## config.mk

```make
export PLATFORM = sky130hd
export DESIGN_NAME = pmod_mac
export DESIGN_NICKNAME = d
export VERILOG_FILES = /design/src/rtl/pmod_mac.sv
export SDC_FILE = /design/constraint.sdc
export NUM_CORES = 1
export LEC_CHECK = 0
export ABC_AREA = 1
export BUFFER_PORTS_ARGS = -buffer_cell sky130_fd_sc_hd__buf_2
export CORE_MARGIN = 8
export CORE_UTILIZATION = 55
export DETAILED_ROUTE_END_ITERATION = 6
export PLACE_DENSITY = 0.81
export SLEW_MARGIN = 20
export SYNTH_ARGS = -nofsm -noshare
export SYNTH_HDL_FRONTEND = slang
export SYNTH_SLANG_ARGS = --single-unit
```

## constraint.sdc

```tcl
create_clock -name clk -period 9.71 [get_ports clk]
set_clock_uncertainty 0.05 [all_clocks]
set_input_delay 0.4855 -clock clk [delete_from_list [all_inputs] [get_ports clk]]
set_output_delay 0.4855 -clock clk [all_outputs]
set_load 0.01 [all_outputs]
```

## src/rtl/pmod_mac.sv

```systemverilog
module pmod_mac #(
  parameter int R_W = 17,
  parameter int Q_W = 4,
  parameter int C_K = 9
) (
  input  logic           clk,
  input  logic           rst,
  input  logic           in_valid,
  input  logic           acc_en,
  input  logic [R_W-1:0] op_a,
  input  logic [R_W-1:0] op_b,
  output logic           out_valid,
  output logic [R_W-1:0] result
);

  localparam int          PW  = 2 * R_W;
  localparam int          QPW = R_W + Q_W;
  localparam logic [R_W:0] MOD = {1'b1, {R_W{1'b0}}} - (R_W+1)'(C_K);
  localparam logic [Q_W-1:0] CK = Q_W'(C_K);

  // both inputs below m: one conditional subtraction suffices
  function automatic logic [R_W-1:0] add_lt(input logic [R_W-1:0] a, input logic [R_W-1:0] b);
    logic [R_W:0] s;
    s = {1'b0, a} + {1'b0, b};
    if (s >= MOD) s = s - MOD;
    return s[R_W-1:0];
  endfunction

  // first input below m, second up to 2^r - 1: up to two subtractions
  function automatic logic [R_W-1:0] add_wide(input logic [R_W-1:0] a, input logic [R_W-1:0] b);
    logic [R_W:0] s;
    s = {1'b0, a} + {1'b0, b};
    if (s >= MOD) s = s - MOD;
    if (s >= MOD) s = s - MOD;
    return s[R_W-1:0];
  endfunction

  // stage 1: operand capture
  logic           v1, e1;
  logic [R_W-1:0] a1, b1;
  // stage 2: full product
  logic           v2, e2;
  logic [PW-1:0]  p2;
  // stage 3: first fold and reduced low half
  logic           v3, e3;
  logic [QPW-1:0] q3;
  logic [R_W-1:0] rl3;
  // stage 4: second fold and partial sum
  logic           v4, e4;
  logic [R_W-1:0] rq4, s4;
  // stage 5: reduced product
  logic           v5, e5;
  logic [R_W-1:0] t5;

  logic [R_W-1:0]   p_lo, p_hi, q_lo;
  logic [Q_W-1:0]   q_hi;
  logic [2*Q_W-1:0] rq_n;

  assign p_lo = p2[R_W-1:0];
  assign p_hi = p2[PW-1:R_W];
  assign q_lo = q3[R_W-1:0];
  assign q_hi = q3[QPW-1:R_W];
  assign rq_n = {{Q_W{1'b0}}, q_hi} * {{Q_W{1'b0}}, CK};

  always_ff @(posedge clk) begin
    if (rst) begin
      v1 <= 1'b0; v2 <= 1'b0; v3 <= 1'b0; v4 <= 1'b0; v5 <= 1'b0;
      out_valid <= 1'b0;
      result    <= '0;
    end else begin
      v1 <= in_valid;
      v2 <= v1;
      v3 <= v2;
      v4 <= v3;
      v5 <= v4;
      out_valid <= v5;
      if (v5) result <= add_lt(t5, e5 ? result : '0);
    end
  end

  always_ff @(posedge clk) begin
    a1  <= op_a;
    b1  <= op_b;
    e1  <= acc_en;
    p2  <= {{R_W{1'b0}}, a1} * {{R_W{1'b0}}, b1};
    e2  <= e1;
    q3  <= {{Q_W{1'b0}}, p_hi} * {{R_W{1'b0}}, CK};
    rl3 <= ({1'b0, p_lo} >= MOD) ? R_W'({1'b0, p_lo} - MOD) : p_lo;
    e3  <= e2;
    rq4 <= {{(R_W-2*Q_W){1'b0}}, rq_n};
    s4  <= add_wide(rl3, q_lo);
    e4  <= e3;
    t5  <= add_lt(rq4, s4);
    e5  <= e4;
  end

  // occupancy counter used only by the latency assertion
  logic [3:0] inflight;
  always_ff @(posedge clk) begin
    if (rst) inflight <= '0;
    else inflight <= inflight + 4'(in_valid) - 4'(out_valid);
  end

  a_r1_result_in_range: assert property (@(posedge clk) disable iff (rst)
    out_valid |-> ({1'b0, result} < MOD));

  a_r1_fold_in_range: assert property (@(posedge clk) disable iff (rst)
    v4 |-> (({1'b0, s4} < MOD) && ({1'b0, rq4} < MOD)));

  a_r1_reduced_product: assert property (@(posedge clk) disable iff (rst)
    v5 |-> ({1'b0, t5} < MOD));

  a_r6_hold_when_idle: assert property (@(posedge clk) disable iff (rst)
    !out_valid |-> $stable(result));

  a_r4_inflight_bound: assert property (@(posedge clk) disable iff (rst)
    inflight <= 4'd6);

  a_r7_reset_clears: assert property (@(posedge clk)
    $past(rst) |-> (!out_valid && result == '0));

endmodule

```

-- Word-level counts from Yosys, hierarchy flattened
Index checks and enable logic that the tools add are counted.
- word-level logic and storage cells: 42
- input bits: 38
- register bits: 176
- output and inout bits: 18
- magnitude comparators: 5
- muxes and demuxes: 6
- multiply operators: 3
- add/subtract/negate cells: 8
- operator list (cell ; count):
    $mux W17 ; 5
    $ge A18 B17 Y1 const B ; 4
    $sub A17 B17 Y17 const B ; 4
    $add A17 B17 Y18 ; 2
    $mul A17 B17 Y34 ; 1
    $mul A17 B4 Y21 const B ; 1
    $add A8 B17 Y18 ; 1
    $mux W18 ; 1
    $sub A18 B17 Y18 const B ; 1
    $ge A17 B17 Y1 const B ; 1
    $mul A4 B4 Y8 const B ; 1

-- Logic depth before layout (Yosys ltp)
- depth in word-level cells: 5
- mapped depth: 29
- depth with buffers taken out: 27

-- Least setup slack after synthesis
OpenSTA, ideal clock, no wires.
- path kind: register to register
- start point: register b1[4]
- end point: register p2[26]
- clock period less this slack: 5.940 ns
- library setup time: 0.123 ns
- stages on the path, launching flop included: 22
- arrival: 5.767 ns
- setup slack: 3.770 ns
- buffers on the path: 2
- data required time: 9.537 ns
- path through: dfxtp_1 clkbuf_1 clkbuf_1 nand2_1 fa_1 fa_1 fa_1 inv_1 fa_1 fa_1 inv_1 fa_1 inv_1 ha_1 a21oi_1 a21boi_1 o21ai_0 a21boi_0 o21ai_1 a21boi_0 o21ai_1 xor2_1
- word-level cells in the longest chain between the ends: 1
- ends and longest elaborated chain (element ; line ; text):
    start: declaration ; 40 ; logic [R_W-1:0] a1, b1;
    start signal: assignment ; 83 ; b1 <= op_b;
    $mul A17 B17 Y34 ; 85 ; p2 <= {{R_W{1'b0}}, a1} * {{R_W{1'b0}}, b1};
    end signal: assignment ; 85 ;
    end: declaration ; 43 ; logic [PW-1:0] p2;
Every way passes these cells.
A chain may end at the register's enable or synchronous reset.

-- Worst setup path after layout
- start point: register a1[9]
- end point: register p2[28]
- word-level cells in the longest chain between the ends: 1
- ends and longest elaborated chain (element ; line ; text):
    start: declaration ; 40 ;
    start signal: assignment ; 82 ; a1 <= op_a;
    $mul A17 B17 Y34 ; 85 ;
Every way passes these cells.

==> results.md <==
- Total Die Area: 41480 sq um
- Most frequent cell on the critical path: sky130_fd_sc_hd__fa_1
- Actual slew at the worst max-slew pin: 1109 ps
- Deepest clock path buffer count: 2
- Number of global-route vias before repair: 16270
- Hold crit path type: input pin to register
- H-tree lvl count: 4
- Initial antenna violation count: 0
- Number of CTS-inserted buffers: 17
- Most common cell after layout, fill and taps aside: sky130_fd_sc_hd__nand2_1
- Compound-cell area share of the yosys netlist: 5.374%
- Post-Route Setup TNS: 0 ps
- Top library cells by usage in the layout, fill and taps aside: sky130_fd_sc_hd__nand2_1, sky130_fd_sc_hd__inv_1, sky130_fd_sc_hd__fa_1
- Mux cell area share after synthesis: 0.05813%
- CP required: 9970 ps
- Unrepaired setup endpoints after global routing: false
- Post-synthesis net count: 3052
- Startpoint type of the worst setup path: register
- Status: complete, no violations
- CTS tree: yes
- Root cell of the clock tree: sky130_fd_sc_hd__clkbuf_16
- CP peak stage delay: 820 ps
- Adder-cell share of the synthesized area: 35.58%
- Worst path cell trace: nand2_1 -> fa_1 -> fa_1 -> fa_1 -> inv_1 -> fa_1 -> fa_1 -> inv_1 -> fa_1 -> inv_1 -> ha_1 -> a21oi_1 -> a21boi_1 -> o21ai_0 -> a21boi_0 -> o21ai_1 -> a21oi_1 -> o21ai_0 -> xor2_1
- Post-synth EDFFs: 0
- Global-route wire length before repair: 75400 um
- Worst-path fanout max: 17
- Proportion of synthesized chip area in sequential cells: 18.19%
- Max Clock Freq: 149.7 MHz
- Cts repair resizes: 0
- Placer congestion estimate: 0.9046
- Vias per inst: 5.149
- Crit. End Element: register
- Proportion of layout cells with a drive suffix above 1: 5.532%
- Largest net degree at the start of global routing: 32
- Data arrival time of the worst path: 6940 ps
- First-pass iteration count of the detailed router: 5
- CTS hold repair buffers: 0
- Critical path's slowest cell: sky130_fd_sc_hd__dfxtp_1
- Placeable core region: 34630 sq um
- Share of the synthesized area in the top cell type: 23.56%
- Synthesis Warnings: 0
- Sinks on Clock Net: 176
- Library cells used by synthesis: 53
- Netlist Area Pre-Place: 19370 sq um
- Layout net count: 3043
- Fraction of the mapped netlist area in simple logic gates: 21.70%
- # diodes: 0
- Post-route clock period utilization: 68.80%
- Slew headroom: 26.00%
- Overall die height: 203.7 um
- Number of max-cap violations: 0
- Final slew viol count: 0
- Dominant combinational cell family by area after synthesis: adder cells
- Critical path's top delay family: adder cells
- Post-detail-place hpwl: 36090 um
- DR vias: 15750
- Remaining design rule violation count: 0
- Die width: 203.7 um
- ANT nets after route: 0
- Overall routed net length: 44640 um
- Post-synthesis average cell area: 7.450 sq um
- Area growth from synthesis to final layout: 5.348%
- Buf+Inv Stages, Crit Path: 3
- Number of top-level pins: 56
- Tot GR Track Use: 21.96%
- Share of the synthesized netlist area taken by xor and xnor gates: 4.915%
- Clock latency at the later pin of the worst-skew pair: 460 ps
- #FFs+latches synth: 176
- Endpoints failing setup: 0
- Cell type with the highest aggregate area in the netlist: sky130_fd_sc_hd__fa_1
- # Post-CTS Setup Buffers: 0
- Number of rows in the core area: 68
- Syn Inst Count: 2600
- Leftover overflow at the end of global routing: 0
- Class of the most critical setup path: register to register
- Post-layout minimum cycle time: 6680 ps
- Number of DRC violations after detailed-routing iteration 0: 901
- Main area contributors after synthesis: sky130_fd_sc_hd__fa_1, sky130_fd_sc_hd__dfxtp_1, sky130_fd_sc_hd__nand2_1, sky130_fd_sc_hd__inv_1, sky130_fd_sc_hd__ha_1
- Count of endpoints failing hold in the final timing report: 0
- Starting Density: 55.94%
- Routed wire per std cell: 14.60 um
- Clk pin slew, worst setup/hold paths: 90 ps
- Port bufs: 55
- Fraction of registers with async set/reset: 0%
- Ys flop type: sky130_fd_sc_hd__dfxtp_1
[cells by family (layout without fill, tap and decap cells)]
logic type      Yosys count  in the layout
compound gates          180            180
fa+ha+maj               414            414
mux                       1              1
simple gates           1000           1000
xor+xnor                107            107
buf+inv                 722            725
flops                   176            176
[worst reg2reg max path, stage by stage (launching register included)]
cell and delay (ps):
sky130_fd_sc_hd__dfxtp_1 820, sky130_fd_sc_hd__nand2_1 200, sky130_fd_sc_hd__fa_1 600, sky130_fd_sc_hd__fa_1 440
sky130_fd_sc_hd__fa_1 510, sky130_fd_sc_hd__inv_1 60, sky130_fd_sc_hd__fa_1 460, sky130_fd_sc_hd__fa_1 550
sky130_fd_sc_hd__inv_1 60, sky130_fd_sc_hd__fa_1 520, sky130_fd_sc_hd__inv_1 40, sky130_fd_sc_hd__ha_1 340
sky130_fd_sc_hd__a21oi_1 130, sky130_fd_sc_hd__a21boi_1 430, sky130_fd_sc_hd__o21ai_0 210, sky130_fd_sc_hd__a21boi_0 340
sky130_fd_sc_hd__o21ai_1 180, sky130_fd_sc_hd__a21oi_1 240, sky130_fd_sc_hd__o21ai_0 160, sky130_fd_sc_hd__xor2_1 180
[per-layer routing]
layer,vias up,global-route usage [%],wire length [um]
li1,7725,-,-
met1,7465,26.22,18190
met5,-,0,0
met3,99,2.650,2139
met2,458,39.93,22860
met4,0,8.133,1441
[path summary, 6_finish.rpt]
| check | start | to | slack, ps | cells past startpoint |
|---|---|---|---|---|
| worst max register to register | a1[9] | p2[28] | 3030 | 19 |
| worst max-delay path | a1[9] | p2[28] | 3030 | 19 |
| worst min-delay path | op_b[15] | b1[15] | 70 | 1 |
| worst min register to register | e1 | e2 | 270 | 0 |
[stage by stage]
step                      std cells  hold slack, ps  util [%]  instance area [sq um]  setup WS, ps
after floorplan                2600           259.6         -                  19370          3770
after global placement         3027           263.1     57.37                  19870          3301
after detailed placement       3027           266.0     57.37                  19870          3130
after CTS                      3058           59.88     58.93                  20410          3097
after global routing           3058           67.53     58.93                  20410          2628
final                          3058           70.14     58.93                  20410          3030
[layout make-up]
class,instances,area [sq um]
Clock buffer,19,442.9
Clock inverter,12,98.84
Fill cell,3039,14220
Inverter,639,2399
Multi-Input combinational cell,1702,13100
Sequential cell,176,3523
Tap cell,455,569.3
Timing Repair Buffer,55,275.3
[Yosys cell counts, types with 3 or more instances]
| cell | instances |
|---|---|
| sky130_fd_sc_hd__nand2_4 | 3 |
| sky130_fd_sc_hd__clkbuf_1 | 75 |
| sky130_fd_sc_hd__nor3_1 | 22 |
| sky130_fd_sc_hd__o21ai_1 | 7 |
| sky130_fd_sc_hd__nor2_1 | 126 |
| sky130_fd_sc_hd__nand3_1 | 105 |
| sky130_fd_sc_hd__a31oi_1 | 4 |
| sky130_fd_sc_hd__a21o_1 | 5 |
| sky130_fd_sc_hd__and2_1 | 5 |
| sky130_fd_sc_hd__o21bai_1 | 8 |
| sky130_fd_sc_hd__xnor2_1 | 35 |
| sky130_fd_sc_hd__o211ai_1 | 11 |
| sky130_fd_sc_hd__nand4_1 | 25 |
| sky130_fd_sc_hd__inv_2 | 11 |
| sky130_fd_sc_hd__o21ai_0 | 35 |
| sky130_fd_sc_hd__inv_1 | 626 |
| sky130_fd_sc_hd__fa_1 | 228 |
| sky130_fd_sc_hd__a21oi_1 | 87 |
| sky130_fd_sc_hd__ha_1 | 186 |
| sky130_fd_sc_hd__nand3_2 | 10 |
| sky130_fd_sc_hd__nand3b_1 | 4 |
| sky130_fd_sc_hd__xor2_1 | 70 |
| sky130_fd_sc_hd__dfxtp_1 | 176 |
| sky130_fd_sc_hd__a21boi_0 | 7 |
| sky130_fd_sc_hd__nand2_1 | 667 |
| sky130_fd_sc_hd__o21a_1 | 3 |
| sky130_fd_sc_hd__buf_6 | 3 |
| sky130_fd_sc_hd__nor2_2 | 12 |
| sky130_fd_sc_hd__nand2_2 | 13 |
| sky130_fd_sc_hd__a21boi_1 | 3 |
[flip-flops by register name, indices dropped and copies added, names as in the netlist, 8 cells and up]
signal  cells
a1         17
rq4         8
t5         17
b1         17
q3         21
rl3        17
result     17
s4         17
p2         34
Power is left out: the tool's default activity adds up to more than one toggle a clock period on the data nets, which glitch-free logic cannot reach.
